**src/rtl/pin_sync_pkg.sv**
```systemverilog
package pin_sync_pkg;

  typedef enum logic [1:0] {
    SYNC_THRU     = 2'd0,
    SYNC_FALL     = 2'd1,
    SYNC_RISE     = 2'd2,
    SYNC_RISE_ALT = 2'd3
  } sync_mode_e;

  localparam int unsigned MODE_W = 2;

  function automatic logic mode_is_rise(input logic [MODE_W-1:0] m);
    return m[1];
  endfunction

endpackage

```
**src/rtl/pin_sync_stage.sv**
```systemverilog
module pin_sync_stage
  import pin_sync_pkg::*;
(
  input  logic              clk_i,
  input  logic              rst_ni,
  input  logic [MODE_W-1:0] mode_i,
  input  logic              d_i,
  output logic              q_o
);

  logic q_rise;
  logic q_fall;

  always_ff @(posedge clk_i or negedge rst_ni) begin
    if (!rst_ni) q_rise <= 1'b0;
    else         q_rise <= d_i;
  end

  always_ff @(negedge clk_i or negedge rst_ni) begin
    if (!rst_ni) q_fall <= 1'b0;
    else         q_fall <= d_i;
  end

  always_comb begin
    unique case (sync_mode_e'(mode_i))
      SYNC_THRU:               q_o = d_i;
      SYNC_FALL:               q_o = q_fall;
      SYNC_RISE, SYNC_RISE_ALT: q_o = q_rise;
      default:                 q_o = d_i;
    endcase
  end

endmodule

```
**src/rtl/pin_sync_lane.sv**
```systemverilog
module pin_sync_lane
  import pin_sync_pkg::*;
#(
  parameter int unsigned STAGES = 2
) (
  input  logic                     clk_i,
  input  logic                     rst_ni,
  input  logic [STAGES*MODE_W-1:0] mode_i,
  input  logic                     pad_i,
  output logic                     data_o
);

  logic [STAGES:0] chain;

  assign chain[0] = pad_i;

  for (genvar s = 0; s < STAGES; s++) begin : g_stage
    pin_sync_stage i_stage (
      .clk_i  (clk_i),
      .rst_ni (rst_ni),
      .mode_i (mode_i[s*MODE_W +: MODE_W]),
      .d_i    (chain[s]),
      .q_o    (chain[s+1])
    );
  end

  assign data_o = chain[STAGES];

endmodule

```
**src/rtl/pin_input_conditioner.sv**
```systemverilog
module pin_input_conditioner
  import pin_sync_pkg::*;
#(
  parameter int unsigned PINS = 8
) (
  input  logic                   clk_i,
  input  logic                   rst_ni,
  input  logic [PINS-1:0]        pad_i,
  input  logic [PINS*MODE_W-1:0] stage1_mode_i,
  input  logic [PINS*MODE_W-1:0] stage2_mode_i,
  output logic [PINS-1:0]        data_o
);

  localparam int unsigned STAGES = 2;

  for (genvar p = 0; p < PINS; p++) begin : g_pin
    logic [STAGES*MODE_W-1:0] lane_mode;
    assign lane_mode = {stage2_mode_i[p*MODE_W +: MODE_W],
                        stage1_mode_i[p*MODE_W +: MODE_W]};

    pin_sync_lane #(.STAGES(STAGES)) i_lane (
      .clk_i  (clk_i),
      .rst_ni (rst_ni),
      .mode_i (lane_mode),
      .pad_i  (pad_i[p]),
      .data_o (data_o[p])
    );
  end

endmodule

```
**config.mk**
```make
export PLATFORM = sky130hd
export DESIGN_NAME = pin_input_conditioner
export DESIGN_NICKNAME = d
export VERILOG_FILES = /design/src/rtl/pin_sync_pkg.sv /design/src/rtl/pin_sync_stage.sv /design/src/rtl/pin_sync_lane.sv /design/src/rtl/pin_input_conditioner.sv
export SDC_FILE = /design/constraint.sdc
export NUM_CORES = 1
export LEC_CHECK = 0
export ABC_AREA = 1
export BUFFER_PORTS_ARGS = -buffer_cell sky130_fd_sc_hd__buf_2
export CAP_MARGIN = 15
export CORE_MARGIN = 5
export CORE_UTILIZATION = 50
export CTS_CLUSTER_SIZE = 16
export DETAILED_ROUTE_END_ITERATION = 16
export PLACE_DENSITY = 0.81
export SLEW_MARGIN = 20
export SYNTH_ARGS = -nofsm -noshare
export SYNTH_HDL_FRONTEND = slang
export SYNTH_SLANG_ARGS = --single-unit
```
**constraint.sdc**
```tcl
create_clock -name clk_i -period 1.8 [get_ports clk_i]
set_clock_uncertainty 0.05 [all_clocks]
set_input_delay 0.18 -clock clk_i [delete_from_list [all_inputs] [get_ports clk_i]]
set_output_delay 0.18 -clock clk_i [all_outputs]
set_load 0.005 [all_outputs]
```
==> impl_metrics.ini <==
[flow_run]
cap_violations = 0

[timing]
finalSetupViolCount = 17
tightest_slew_ps = 255.2
max_slew_margin_pct = 82.99
slew_violations = 0
hold_viol = 0
grt_setup_unrepaired = yes
setup_ws_ps = -440.9

[die]
pin_count = 50
start_util_pct = 52.85
core_um2 = 2500
std_cell_rows = 18
die_w_um = 61.41
die_area_um2 = 3771
die_y_um = 61.41

[place]
port_buffers = 49
dp_hpwl_mm = 2.001
dp_slack_ps = -80.69
place_congestion = 0.6713

[cts]
clock_sinks = 32
htree_levels = 2
clk_latency_ps = 320
path_clk_slew_ps = 100
root_buffer = clkbuf_4
cts_tree = built
cts-buffers-inserted = 5
clk_path_buf_depth = 2

[setup_path]
path_class = reg2out
critPathLaunchType = flop
crit_required_ps = 1570
cp_data_arrival_time_ps = 2010
cp-end-kind = output pin
rr_worst_depth = 2
crit_fanout = 2

[yosys]
yosysSeqAreaShare_pct = 60.61
synth-seq-cells = 32
mappedNetlistNets = 186
synth.top_cells.by_area = dfrtn_1 (30%), dfrtp_1 (30%), nand2_1 (9.1%), nand3_1 (6.1%), buf_4 (4.5%)
async_flop_share_pct = 100.0
yosys_warnings = 0
yosys.area.top_type_share_pct = 30.30
syn_area_um2 = 1321
synth_cells = 144
synth_edf_count = 0
synth.distinct_cells = 10
synth_top_area_cell = dfrtn_1
synth.avg_cell_area_um2 = 9.175
synth_most_common_cell = nand2_1
synthFlopType = dfrtp_1

[global_route]
antenna_found_initial = 0
grt_pass1_vias = 1266
grt_pass1_wl_mm = 4.919
grt_max_degree = 19
grt_overflow_total = 0
track_usage_pct = 18.38

[power_and_ir_drop]
power_mw = 1.457
power.static_leakage_nw = 1.023
power.density_nw_per_um2 = 759.7
vdd_drop_max_v = 0.0006410

[hold_path]
timing.hold.worst_path_depth = 4
min_path_type = in2reg

[route]
via_per_inst = 4.698
remaining_drc_errors = 0
wirelength_mm = 2.892
wl_per_cell_um = 11.80
vias = 1151
drtPass1Iterations = 4
drt_iter0_markers = 33
drtAntennaViolNets = 0

[finish]
drive_gt1_share_pct = 45.12
num_antenna_cells = 0
syn2layout_area_growth_pct = 45.17
nFillCells = 177
final_nets = 256
fin_util_pct = 76.73

[outcome]
status = complete, but fails checks
violations = setup timing
## routing by layer
layer  vias up  part of all wire (%)  track usage, %
li1        574                     -               -
met1       527                    35           17.95
met2        46                    54           33.99
met3         4                   9.8           6.499
met4         0                  0.80           9.091
met5         -                     0               0
## metrics by stage
step	cell area [um2]	setup TNS (ps)	cells	hold WS, ps
2_1_floorplan	1321	-45.19	144	-165.6
3_3_place_gp	1587	-379.4	219	1.102
3_5_place_dp	1587	-727.8	219	14.18
4_1_cts	1871	-3503	243	147.7
5_1_grt	1918	-4633	245	165.8
6_report	1918	-3581	245	162.0
## critical path: stages, from the launching register on
cell	delay [ps]
dfrtn_1	410
nand2_2	60
nand3_2	70
nand3_2	80
nand2_2	70
buf_2	100
## final timing paths
path,startpoint,to,slack (ps)
max reg2reg,g_pin[2].i_lane.g_stage[0].i_stage.q_rise,g_pin[2].i_lane.g_stage[1].i_stage.q_fall,-70
max,g_pin[3].i_lane.g_stage[0].i_stage.q_fall,data_o[3],-440
min in group asynchronous,rst_ni,g_pin[7].i_lane.g_stage[0].i_stage.q_rise,210
max in group asynchronous,rst_ni,g_pin[2].i_lane.g_stage[1].i_stage.q_fall,290
min,stage1_mode_i[1],g_pin[0].i_lane.g_stage[1].i_stage.q_rise,160
min reg2reg,g_pin[1].i_lane.g_stage[0].i_stage.q_fall,g_pin[1].i_lane.g_stage[1].i_stage.q_fall,500
## report_power, final
part	internal (mW)	total [mW]	switching, mW
clock	0.186	0.414	0.228
sequential	0.771	0.785	0.0141
combinational	0.139	0.259	0.120
total	1.10	1.46	0.362
## what timing repair did
item	CTS	global route
pin swaps	10	7
buffers inserted	7	2
hold endpoints to repair	24	0
setup endpoints to repair	16	17
hold buffers	9	0
resized for setup	19	9
## registers in the layout, summed over array words and instances (netlist names)
register	cells
g_pin.i_lane.g_stage.i_stage.q_rise	16
g_pin.i_lane.g_stage.i_stage.q_fall	16
## cell families after synthesis
family                 share of synthesized area [%]
buffers and inverters                          9.091
AND/OR/NAND/NOR                                27.27
flip-flops                                     60.61
AO/OA/AOI/OAI                                  3.030
## area by class of cell
cell class / count / area [um2] / share of cell area, %
multi-input combinational: 88 / 509.2 / 26.55
clock inverter: 2 / 10.01 / 0.5219
inverter: 16 / 60.06 / 3.131
timing repair buffer: 71 / 449.2 / 23.42
clock buffer: 6 / 51.30 / 2.674
tap: 30 / 37.54 / 1.957
sequential: 32 / 800.8 / 41.75
## cells in the final DEF (no fill, tap or decap), drive strengths merged, types with 8 or more instances in the layout
cell and n:
dfrtn 16, a21oi 8, dfrtp 16, dlygate4sd3 9, or2 8, inv 16, and2 8, buf 62
nor2 16, nand3 16, nand2 32
(Power assumes the default switching activity.)
